File: src/rtl/cmi_pkg.sv
package cmi_pkg;
   localparam int unsigned ADDR_W = 2;

   typedef enum logic [ADDR_W-1:0] {
      REG_CSEL = 2'd0,
      REG_CMP  = 2'd1,
      REG_MODE = 2'd2,
      REG_STAT = 2'd3
   } reg_addr_e;

   localparam int unsigned MODE_EN_BIT   = 7;
   localparam logic [7:0]  MODE_MUST_CLR = 8'b0111_0011;

   // shift amount of the divide ratio selected by a clock-select code
   function automatic int unsigned div_shift(input int unsigned code);
      return (code < 5) ? code : (2 * code - 4);
   endfunction
endpackage

File: src/rtl/cmi_regs.sv
module cmi_regs
   import cmi_pkg::*;
#(
   parameter int unsigned DATA_W = 8,
   parameter int unsigned CNT_W  = 8,
   parameter int unsigned SEL_W  = 3
) (
   input  logic              clk,
   input  logic              rst_n,
   input  logic              wr_en,
   input  logic [ADDR_W-1:0] addr,
   input  logic [DATA_W-1:0] wdata,
   output logic [DATA_W-1:0] rdata,
   output logic [SEL_W-1:0]  csel,
   output logic [CNT_W-1:0]  cmp,
   output logic              enable,
   output logic              run,
   output logic              err
);
   localparam logic [DATA_W-1:0] MUST_CLR = DATA_W'(MODE_MUST_CLR);

   logic [SEL_W-1:0]  csel_q;
   logic [CNT_W-1:0]  cmp_q;
   logic [DATA_W-1:0] mode_q;
   logic              err_q;
   reg_addr_e         sel_reg;

   assign sel_reg = reg_addr_e'(addr);
   assign enable  = mode_q[MODE_EN_BIT];
   assign run     = enable && ((mode_q & MUST_CLR) == '0);

   always_ff @(posedge clk) begin
      if (!rst_n) begin
         csel_q <= '0;
         cmp_q  <= '0;
         mode_q <= '0;
         err_q  <= 1'b0;
      end else if (wr_en) begin
         case (sel_reg)
            REG_CSEL: csel_q <= wdata[SEL_W-1:0];
            REG_CMP: begin
               if (enable) err_q <= 1'b1;
               else        cmp_q <= wdata[CNT_W-1:0];
            end
            REG_MODE: mode_q <= wdata;
            REG_STAT: if (wdata[0]) err_q <= 1'b0;
            default: ;
         endcase
      end
   end

   always_comb begin
      case (sel_reg)
         REG_CSEL: rdata = {{(DATA_W-SEL_W){1'b0}}, csel_q};
         REG_CMP:  rdata = {{(DATA_W-CNT_W){1'b0}}, cmp_q};
         REG_MODE: rdata = mode_q;
         REG_STAT: rdata = {{(DATA_W-1){1'b0}}, err_q};
         default:  rdata = '0;
      endcase
   end

   assign csel = csel_q;
   assign cmp  = cmp_q;
   assign err  = err_q;
endmodule

File: src/rtl/cmi_prescale.sv
module cmi_prescale
   import cmi_pkg::*;
#(
   parameter int unsigned PS_W  = 10,
   parameter int unsigned SEL_W = 3
) (
   input  logic             clk,
   input  logic             rst_n,
   input  logic             run,
   input  logic [SEL_W-1:0] csel,
   output logic             strobe
);
   localparam int unsigned N_TAP = 2 ** SEL_W;

   logic [PS_W-1:0]  div_q;
   logic [N_TAP-1:0] tap;

   generate
      if (PS_W < div_shift(N_TAP - 1)) begin : g_bad_width
         $error("cmi_prescale: PS_W too small for largest divide ratio");
      end
   endgenerate

   always_ff @(posedge clk) begin
      if (!rst_n || !run) div_q <= '0;
      else                div_q <= div_q + 1'b1;
   end

   generate
      for (genvar k = 0; k < N_TAP; k++) begin : g_tap
         localparam int unsigned     SH   = div_shift(k);
         localparam logic [PS_W-1:0] MASK = PS_W'((64'd1 << SH) - 64'd1);
         assign tap[k] = ((div_q & MASK) == MASK);
      end
   endgenerate

   assign strobe = run && tap[csel];
endmodule

File: src/rtl/cmi_count.sv
module cmi_count #(
   parameter int unsigned CNT_W = 8
) (
   input  logic             clk,
   input  logic             rst_n,
   input  logic             run,
   input  logic             strobe,
   input  logic [CNT_W-1:0] cmp,
   output logic [CNT_W-1:0] cnt,
   output logic             irq
);
   logic [CNT_W-1:0] cnt_q;
   logic             irq_q;

   always_ff @(posedge clk) begin
      if (!rst_n) begin
         cnt_q <= '0;
         irq_q <= 1'b0;
      end else begin
         irq_q <= 1'b0;
         if (!run) begin
            cnt_q <= '0;
         end else if (strobe) begin
            if (cnt_q == cmp) begin
               cnt_q <= '0;
               irq_q <= 1'b1;
            end else begin
               cnt_q <= cnt_q + 1'b1;
            end
         end
      end
   end

   assign cnt = cnt_q;
   assign irq = irq_q;
endmodule

File: src/rtl/cmi_timer.sv
module cmi_timer #(
   parameter int unsigned DATA_W = 8,
   parameter int unsigned CNT_W  = 8,
   parameter int unsigned SEL_W  = 3,
   parameter int unsigned PS_W   = 10
) (
   input  logic                      clk,
   input  logic                      rst_n,
   input  logic                      wr_en,
   input  logic [cmi_pkg::ADDR_W-1:0] addr,
   input  logic [DATA_W-1:0]         wdata,
   output logic [DATA_W-1:0]         rdata,
   output logic                      irq
);
   generate
      if (CNT_W > DATA_W || SEL_W > DATA_W || DATA_W < 8) begin : g_bad_param
         $error("cmi_timer: register fields exceed data width");
      end
   endgenerate

   logic [SEL_W-1:0] csel_w;
   logic [CNT_W-1:0] cmp_w;
   logic [CNT_W-1:0] cnt_w;
   logic             en_w;
   logic             run_w;
   logic             err_w;
   logic             strobe_w;

   cmi_regs #(.DATA_W(DATA_W), .CNT_W(CNT_W), .SEL_W(SEL_W)) u_regs (
      .clk(clk), .rst_n(rst_n), .wr_en(wr_en), .addr(addr), .wdata(wdata),
      .rdata(rdata), .csel(csel_w), .cmp(cmp_w), .enable(en_w),
      .run(run_w), .err(err_w)
   );

   cmi_prescale #(.PS_W(PS_W), .SEL_W(SEL_W)) u_pre (
      .clk(clk), .rst_n(rst_n), .run(run_w), .csel(csel_w), .strobe(strobe_w)
   );

   cmi_count #(.CNT_W(CNT_W)) u_cnt (
      .clk(clk), .rst_n(rst_n), .run(run_w), .strobe(strobe_w),
      .cmp(cmp_w), .cnt(cnt_w), .irq(irq)
   );
endmodule

File: config.mk
export PLATFORM = sky130hd
export DESIGN_NAME = cmi_timer
export DESIGN_NICKNAME = d
export VERILOG_FILES = /design/src/rtl/cmi_pkg.sv /design/src/rtl/cmi_regs.sv /design/src/rtl/cmi_prescale.sv /design/src/rtl/cmi_count.sv /design/src/rtl/cmi_timer.sv
export SDC_FILE = /design/constraint.sdc
export NUM_CORES = 1
export LEC_CHECK = 0
export ABC_AREA = 1
export BUFFER_PORTS_ARGS = -buffer_cell sky130_fd_sc_hd__buf_2
export CORE_MARGIN = 5
export CORE_UTILIZATION = 40
export CTS_CLUSTER_DIAMETER = 120
export DETAILED_ROUTE_END_ITERATION = 12
export PLACE_DENSITY_LB_ADDON = 0.1
export SYNTH_ARGS = -nofsm -noshare
export SYNTH_HDL_FRONTEND = slang
export SYNTH_HIERARCHICAL = 1
export SYNTH_SLANG_ARGS = --single-unit
File: constraint.sdc
create_clock -name clk -period 3.5 [get_ports clk]
set_input_delay 0.7 -clock clk [delete_from_list [all_inputs] [get_ports clk]]
set_output_delay 0.7 -clock clk [all_outputs]
set_load 0.02 [all_outputs]
== After elaboration in Yosys (flattened, before gate mapping) ==
Index checks and enable logic that the tools add are counted.
Storage, ports and cells
  register bits after elaboration: 39
  bits in latches: 0
  RAM bits: 0
  memory bits (read-only): 0
  input bits: 13
  output and inout port bits: 9
  memories kept: 0
Operators by class
  $add $sub $neg: 2
  multipliers: 0
  div/mod/pow operators: 0
  magnitude comparators: 1
  eq/ne operators: 12
  shift operators: 0
  mux-type cells: 8
  bitwise gates (word level): 1
  reductions and logical operators: 14
Operator list (number)
  $pmux 8 s4: 1
  $add 10x1->10 const B: 1
  $eq 10x10->1 const B: 1
  $add 8x1->8 const B: 1
  $eq 8x8->1: 1
  $eq 8x8->1 const B: 1
  $logic_not 8->1: 1
  $mux 8: 1
  $eq 2x2->1 const B: 3
  $eq 6x6->1 const B: 1
  $reduce_and 2->1: 3
  $reduce_and 3->1: 2
  $eq 4x4->1 const B: 1
  $lt 3x4->1 const B: 1
  $mux 1: 4
  $reduce_and 4->1: 1
  $bmux 1 s3: 1
  $eq 3x3->1 const B: 1
  $eq 2x1->1 const B: 1
  $logic_and 1x1->1: 2
  $logic_not 1->1: 2
  $logic_not 2->1: 1
  $ne 2x1->1 const B: 1
  $ne 2x2->1 const B: 1
  other kinds (4): 4

== Logic depth before layout (Yosys ltp) ==
Gate-level depths: netlist (run 1).
  word-level depth: 5
  mapped depth: 13
  gate-level depth less buffers: 13

== Hierarchy ==
Netlist (run 1), hierarchy kept.
By module, submodules not included
  cmi_regs: times used 1, cells each 147, area each 953.4 um^2, sequential area each 400.4 um^2
  cmi_count: times used 1, cells each 82, area each 538.0 um^2, sequential area each 180.2 um^2
  cmi_prescale: times used 1, cells each 76, area each 518.0 um^2, sequential area each 200.2 um^2

== Worst setup path before layout (run 1) ==
No wires, ideal clock.
  path kind: input -> output
  start point: in addr[1] in the netlist's numbering
  end point: out rdata[4]
  arrival time: 1.387 ns
  path slack: 1.413 ns
  cell stages on the path: 3
  path buffers: 1
  cells stage by stage: buf_6 > nand2_2 > o21ai_0
On the way
  word-level cells in the longest chain between the ends: 2
  elaborated cells between the ends (all ways): 5
  classes of those cells: eq/ne (3); mux (1); reduce/logical (1)
RTL lines
  start, declared: line cmi_timer.sv:10  | input logic [cmi_pkg::ADDR_W-1:0] addr,
  $eq 2x2->1 (tied with other cells): line cmi_regs.sv:53  | case (sel_reg)
  $pmux 8 s4 (*): line cmi_regs.sv:53
  end, declared: line cmi_timer.sv:12  | output logic [DATA_W-1:0] rdata,
Mark *: on every way between the ends. The rest lies on a longest branch, timed or not.

== Worst setup path after layout (run 1) ==
  start point: in addr[0] in the netlist's numbering
  end point: out rdata[2]
The elaborated chain is that of the path after synthesis.

==> results of run 1 <==
## through the flow
step | std cells | hold WS, ps | setup slack, ps | util, %
after floorplan | 305 | 426 | 1410 | -
after global placement | 389 | 446 | 1200 | 45.3
after detailed placement | 389 | 445 | 1210 | 45.3
after CTS | 396 | 458 | 1210 | 47.1
after global routing | 396 | 489 | 1010 | 47.1
final | 396 | 455 | 1200 | 47.1
## registers in the layout (all words and copies together) (netlist names)
| name | flops |
|---|---|
| u_cnt/cnt | 8 |
| u_pre/div_q | 10 |
| u_regs/csel | 3 |
| u_regs/mode_q | 8 |
| u_regs/err | 1 |
| u_regs/cmp | 8 |
| u_cnt/irq | 1 |
## cells by family (layout without fill, tap and decap cells)
| kind of cell | Yosys count | after routing | synth area share [%] |
|---|---|---|---|
| AND/OR/NAND/NOR | 181 | 181 | 37.9 |
| XOR/XNOR | 9 | 9 | 3.92 |
| adder cells (fa/ha/maj) | 3 | 3 | 1.87 |
| AO/OA/AOI/OAI | 29 | 29 | 8.47 |
| buffers and inverters | 44 | 68 | 8.97 |
| flip-flops | 39 | 39 | 38.9 |
## layout make-up
cell class	instances	area, µm²	share of cell area (%)
inverter	40	150	6.66
tap	67	83.8	3.72
multi-input combinational	222	1050	46.5
timing repair buffer	21	105	4.66
clock inverter	1	5.00	0.222
sequential	39	781	34.6
clock buffer	6	82.6	3.66
## tightest hold or removal path, stage by stage, from the launching register on
cell     delay (ps)
dfxtp_1         320
inv_1            50
a21oi_1          50
## synth_stat cells
master    number  share of area (%)
ha_1           3                1.9
nand4_1        4                1.2
a22o_1         1               0.44
xor2_1         4                1.7
nor2_2         4                1.2
nor2_4         4                2.2
o21bai_4       1               0.93
o21a_1         2               0.75
or2_2          1               0.31
clkbuf_1       1               0.19
o21ai_0       16                4.0
o21bai_1       1               0.37
buf_1          1               0.19
nand2_2        2               0.62
xnor2_1        5                2.2
nor2_1        70                 13
nand3_1       13                3.2
inv_1         36                6.7
inv_2          4               0.75
dfxtp_1       39                 39
nor3_1         2               0.50
nand3_2        1               0.50
a21oi_1        8                2.0
buf_6          2                1.1
nand2_1       80                 15
## metal layers
metal / vias to the layer above / GRT usage, % / wire (µm) / part of all wire (%)
met5: - / 0 / 0 / 0
met4: 0 / 4.56 / 29 / 0.68
met3: 5 / 3.99 / 189 / 4.4
met2: 30 / 22.1 / 1850 / 43
met1: 741 / 20.0 / 2210 / 52
li1: 981 / - / - / -
## path summary, 6_finish.rpt
kind / start / endpoint / cells after the start
worst max-delay path: addr[0] / rdata[2] / 6
worst min-delay path: u_regs/err / u_regs/err / 2
worst max register to register: u_pre/div_q[0] / u_cnt/cnt[6] / 12
worst min register to register: u_regs/err / u_regs/err / 2
## report_power, final
group          switching, mW  leakage [nW]  internal (mW)
Combinational         0.0559         0.592         0.0303
Sequential            0.0112         0.317          0.456
Clock                  0.153        0.0470          0.155
==> results by group, run 1 <==
Worst setup path
  • Worst EP arrival: 1600 ps
  • Buffering stage count on the worst path with inverters included: 3
  • Crit path max fanout: 9
  • Cell type of the slowest stage on the worst timing path: nor2_2
  • Most frequent CP cell: buf_2
  • Setup slack on the worst flop-to-flop path: ~1300 ps
  • Worst setup path category: input port to output pin
  • Critical path launch point type: input port
  • Data required time at the worst endpoint: 2800 ps
  • Ordered cell list for the critical path: buf_2 > inv_1 > nor2_2 > nand2_1 > nand3_1 > buf_2
  • Maximum cell stage delay along the critical path: 300 ps
  • Top cell family by delay on the critical path: simple AND/OR/NAND/NOR gates
  • Kind of end point of the critical path: output pin

Global routing
  • First-pass GRT wire length: 7.46 mm
  • Initial antenna violation count: 0
  • Gr ovfl total: 0
  • Vias in the first global route: between 1500 and 2000
  • Maximum number of pins on one net before global-route repair: 23
  • Aggregate global-route resource usage: 14.5%

Cells and area
  • Commonest non-fill, non-tap cells in the layout: 80 x nand2_1, 70 x nor2_1, 39 x dfxtp_1
  • Commonest non-fill, non-tap cell in the layout: nand2_1
  • Ant. Diodes: 0
  • Final-stage net count: 345
  • Share of post-route cells with drive strength above 1: roughly 14%
  • Final std cell area, no fill: 0.00226 mm²
  • Number of inserted filler cells in the final layout: 501
  • Synth-to-layout area growth: 12.3%

Synthesis
  • Post-synthesis net count: 321
  • Post-Synthesis Cells: slightly above 300
  • Number of warnings printed during yosys synthesis: 6
  • Mapped Area: approximately 0.0020 mm²
  • Number of distinct library cells after synthesis: 25
  • Sequential share of the synthesized area: 38.9%
  • Avg Cell Area, Syn: 6.59 µm²
  • Flip-flop and latch count after synthesis: 39

Clock network
  • Clock tree from TritonCTS: yes
  • Post-cts hold buffer count: 0
  • Number of buffers between clock root and the deepest sink: 2
  • Reg clk slew, reported paths: 70 ps
  • Post-CTS setup buffers: 0
  • H-tree depth reported by CTS: 2
  • Cell at the root of the clock tree: clkbuf_8
  • Number of buffers created by CTS: 5
  • Worst-Skew Late Latency: 290 ps
  • # clock sinks: 39
  • Count of cells resized by post-cts repair: 0

Flow run
  • Max-cap violations: 0

Pwr
  • Power density over cell area: 382 mW/mm²
  • Leak pwr: between 0.9 and 1 nW
  • Total power: 861 µW
  • Worst voltage drop across the vdd grid: around 0.00016 V

Timing
  • Unrepaired setup endpoints after global routing: false
  • Tmin final: 2300 ps
  • Number of failing setup endpoints in the final timing report: 0
  • Setup skew after layout: 7.28 ps
  • Transition time of the tightest slew-check pin: about 460 ps
  • Final Hold Violating Endpoints: 0
  • Number of pins exceeding their max-slew limit in the final report: 0
  • Aggregate negative setup slack: 0 ps
  • Share of the cycle needed by the critical path after routing: 65.7%
  • Timing-limited maximum frequency: about 430 MHz
  • Max-Slew Margin vs Limit: 68.8%

Detailed routing
  • Drt drc: 0
  • Final WL: approximately 4.3 mm
  • DRT iter0 DRCs: 80
  • Via-to-Cell Ratio: 4.44
  • Average wire per cell in the routed design: 10.8 µm
  • Number of iterations in the first detailed-routing pass: 4
  • ANT nets after route: 0
  • Vias post-DR: roughly 1800

Floorplanning
  • I/O pin count: 22
  • Num rows: 25
  • Die area: around 0.0065 mm²
  • Area inside the core boundary: 0.00479 mm²
  • Y dimension of the die: 80.9 µm
  • Die W: 80.9 µm
  • Initial standard-cell utilization of the core: 42.0%

Placed design
  • Post-DP HPWL: ~3.2 mm
  • Count of buffers from port buffering: 21
  • Final GP Congestion: 0.787
  • Dpl cell area: 0.00217 mm²

Outcome
  • Run status: finished, final reports clean

Worst hold path
  • Path type of the worst min-delay path: flip-flop to flip-flop
Power figures use the tool's default switching activity.
==> run 2: changes to the inputs <==
clock period = 1.8 ns   (was 3.5 ns; I/O delays follow)
==> run 2 against run 1 <==
Clock power grew to 2.8 times the previous value. Core utilization is 3.3 points higher. Setup slack worse by 1100 ps. Design area is 7.0% higher. Sequential power is 95% higher. Critical path type is now flip-flop to flip-flop.
==> results by group, run 2 (synthesized netlist as in run 1, its figures left out) <==
Clock network
  • Post-cts hold buffer count: 0
  • Number of buffers created by CTS: 5
  • Number of buffers between clock root and the deepest sink: 2
  • Cell at the root of the clock tree: clkbuf_8
  • Clock tree from TritonCTS: yes
  • # clock sinks: 39
  • Worst-Skew Late Latency: 290 ps
  • H-tree depth reported by CTS: 2
  • Reg clk slew, reported paths: 80 ps

Placed design
  • Setup slack at placement: around 15 ps
  • Dpl cell area: 0.00224 mm²
  • Post-DP HPWL: approximately 3.3 mm
  • Inst Count DP: 396
  • Count of buffers from port buffering: 21
  • Final GP Congestion: 0.779

Worst setup path
  • Kind of end point of the critical path: flip-flop
  • Data required time at the worst endpoint: 1970 ps
  • Ordered cell list for the critical path: ha_4 > ha_4 > nand3_2 > nand3_1 > nand2_1 > nor2_2 > inv_2 > nor2_2 > nand3_2 > o21bai_4 > nor2_1
  • Top cell family by delay on the critical path: simple AND/OR/NAND/NOR gates
  • Maximum cell stage delay along the critical path: 360 ps
  • Buffering stage count on the worst path with inverters included: 1
  • Crit path max fanout: 8
  • Critical path launch point type: flip-flop
  • Worst EP arrival: 1910 ps
  • Worst setup path category: flip-flop to flip-flop
  • Cell type of the slowest stage on the worst timing path: dfxtp_2

Floorplanning
  • Area inside the core boundary: 0.00479 mm²
  • I/O pin count: 22
  • Initial standard-cell utilization of the core: 42.0%
  • Y dimension of the die: a little over 80 µm
  • Num rows: 25
  • Die W: 80.9 µm
  • Die area: ~0.0065 mm²

Pwr
  • Internal power consumption: 1.50 mW
  • Proportion of power drawn by flip-flops and latches: 46.7%
  • Worst voltage drop across the vdd grid: 0.000473 V
  • Clock network fraction of design power: 44.3%
  • Leak pwr: 1.02 nW
  • Switching share of power: 22.7%
  • Combinational group share of total power: 9.0%
  • Net switching power figure: 442 µW
  • Power density over cell area: ~810 mW/mm²
  • Total power: 1.95 mW

Timing
  • Number of failing setup endpoints in the final timing report: 0
  • Max-Slew Margin vs Limit: 76.1%
  • Worst Slack Setup Final: around 64 ps
  • Transition time of the tightest slew-check pin: 358 ps
  • Tmin final: 1740 ps
  • Setup skew after layout: about 9.9 ps
  • Aggregate negative setup slack: 0 ps
  • Minimum hold slack: 298 ps
  • Number of pins exceeding their max-slew limit in the final report: 0
  • Timing-limited maximum frequency: 576 MHz
  • Share of the cycle needed by the critical path after routing: 96.4%
  • Final Hold Violating Endpoints: 0
  • Unrepaired setup endpoints after global routing: true

Cells and area
  • Final std cell area, no fill: 0.00241 mm²
  • Final-stage net count: 353
  • Fraction of the core area covered by cells at the end of the flow: 50.5%
  • Synth-to-layout area growth: 20.2%
  • Commonest non-fill, non-tap cells in the layout: 80 x nand2_1, 68 x nor2_1, 35 x inv_1, 35 x dfxtp_1, 21 x buf_2
  • Top reg by flops: u_pre/div_q
  • Ant. Diodes: 0
  • Share of post-route cells with drive strength above 1: 19.2%
  • Commonest non-fill, non-tap cell in the layout: nand2_1
  • Max reg flops: 10
  • Number of inserted filler cells in the final layout: a little over 500
  • Number of non-filler instances in the completed layout: just over 400

Global routing
  • Gr ovfl total: 0
  • Initial antenna violation count: 0
  • Aggregate global-route resource usage: 14.6%
  • Maximum number of pins on one net before global-route repair: 20
  • Vias in the first global route: 1694
  • First-pass GRT wire length: approximately 7.5 mm

Outcome
  • Run status: finished, final reports clean

Detailed routing
  • ANT nets after route: 0
  • Vias post-DR: roughly 1800
  • Number of iterations in the first detailed-routing pass: 4
  • Via-to-Cell Ratio: 4.48
  • DRT iter0 DRCs: 70
  • Final WL: 4.31 mm
  • Drt drc: 0
  • Average wire per cell in the routed design: 10.6 µm

Flow run
  • Max-cap violations: 0

Worst hold path
  • Path type of the worst min-delay path: input port to flip-flop
run 2: cell count changes in the layout (fill, tap and decap cells not counted), sizes merged:
cell,previous run,this run
buf,21,29
clkbuf,6,5
bufinv,0,2
clkinvlp,0,1
clkinv,1,0
run 2: power by group through the flow:
stage               Clock (mW)  Sequential, mW  Combinational (mW)
floorplan                    0           0.922               0.124
global placement             0           0.927               0.174
detailed placement           0           0.928               0.174
CTS                      0.887           0.908               0.174
global route             0.933           0.913               0.200
finish                   0.862           0.909               0.174
run 2: path summary, 6_finish.rpt:
path	from	to	slack [ps]	cells after the start
min reg2reg	u_regs/err	u_regs/err	450	2
max reg2reg	u_pre/div_q[0]	u_cnt/cnt[2]	60	11
min	wdata[6]	u_regs/mode_q[6]	300	3
max	u_pre/div_q[0]	u_cnt/cnt[2]	60	11
run 2: layout make-up:
type	count	area, µm²	share of cell area [%]
clock buffers	5	68.8	2.85
clock inverters	3	67.6	2.80
inverters	40	150	6.22
multi-input cells	222	1090	45.3
flip-flops and latches	39	786	32.5
well taps	67	83.8	3.47
repair buffers	29	165	6.84
run 2: worst reg2reg max path, delay by kind of cell (launching register included):
family	cells	cell delay, ps
AND/OR/NAND/NOR	7	630
flip-flops	1	360
AO/OA/AOI/OAI	1	270
buffers and inverters	1	80
adder cells (fa/ha/maj)	2	300
run 2: what timing repair did:
| item | in CTS | in global routing |
|---|---|---|
| hold endpoints to repair | 0 | 0 |
| setup buffers | 0 | 1 |
| gates resized for setup | 0 | 10 |
| setup endpoints to repair | 0 | 11 |
run 2: routing by layer:
| metal | track usage (%) | share of wire (%) | up-vias | wire length (µm) |
|---|---|---|---|---|
| met2 | 22.9 | 44 | 30 | 1900 |
| met1 | 18.8 | 50 | 784 | 2160 |
| met5 | 0 | 0 | - | 0 |
| met3 | 4.21 | 4.6 | 5 | 197 |
| li1 | - | - | 997 | - |
| met4 | 5.57 | 1.3 | 0 | 55 |
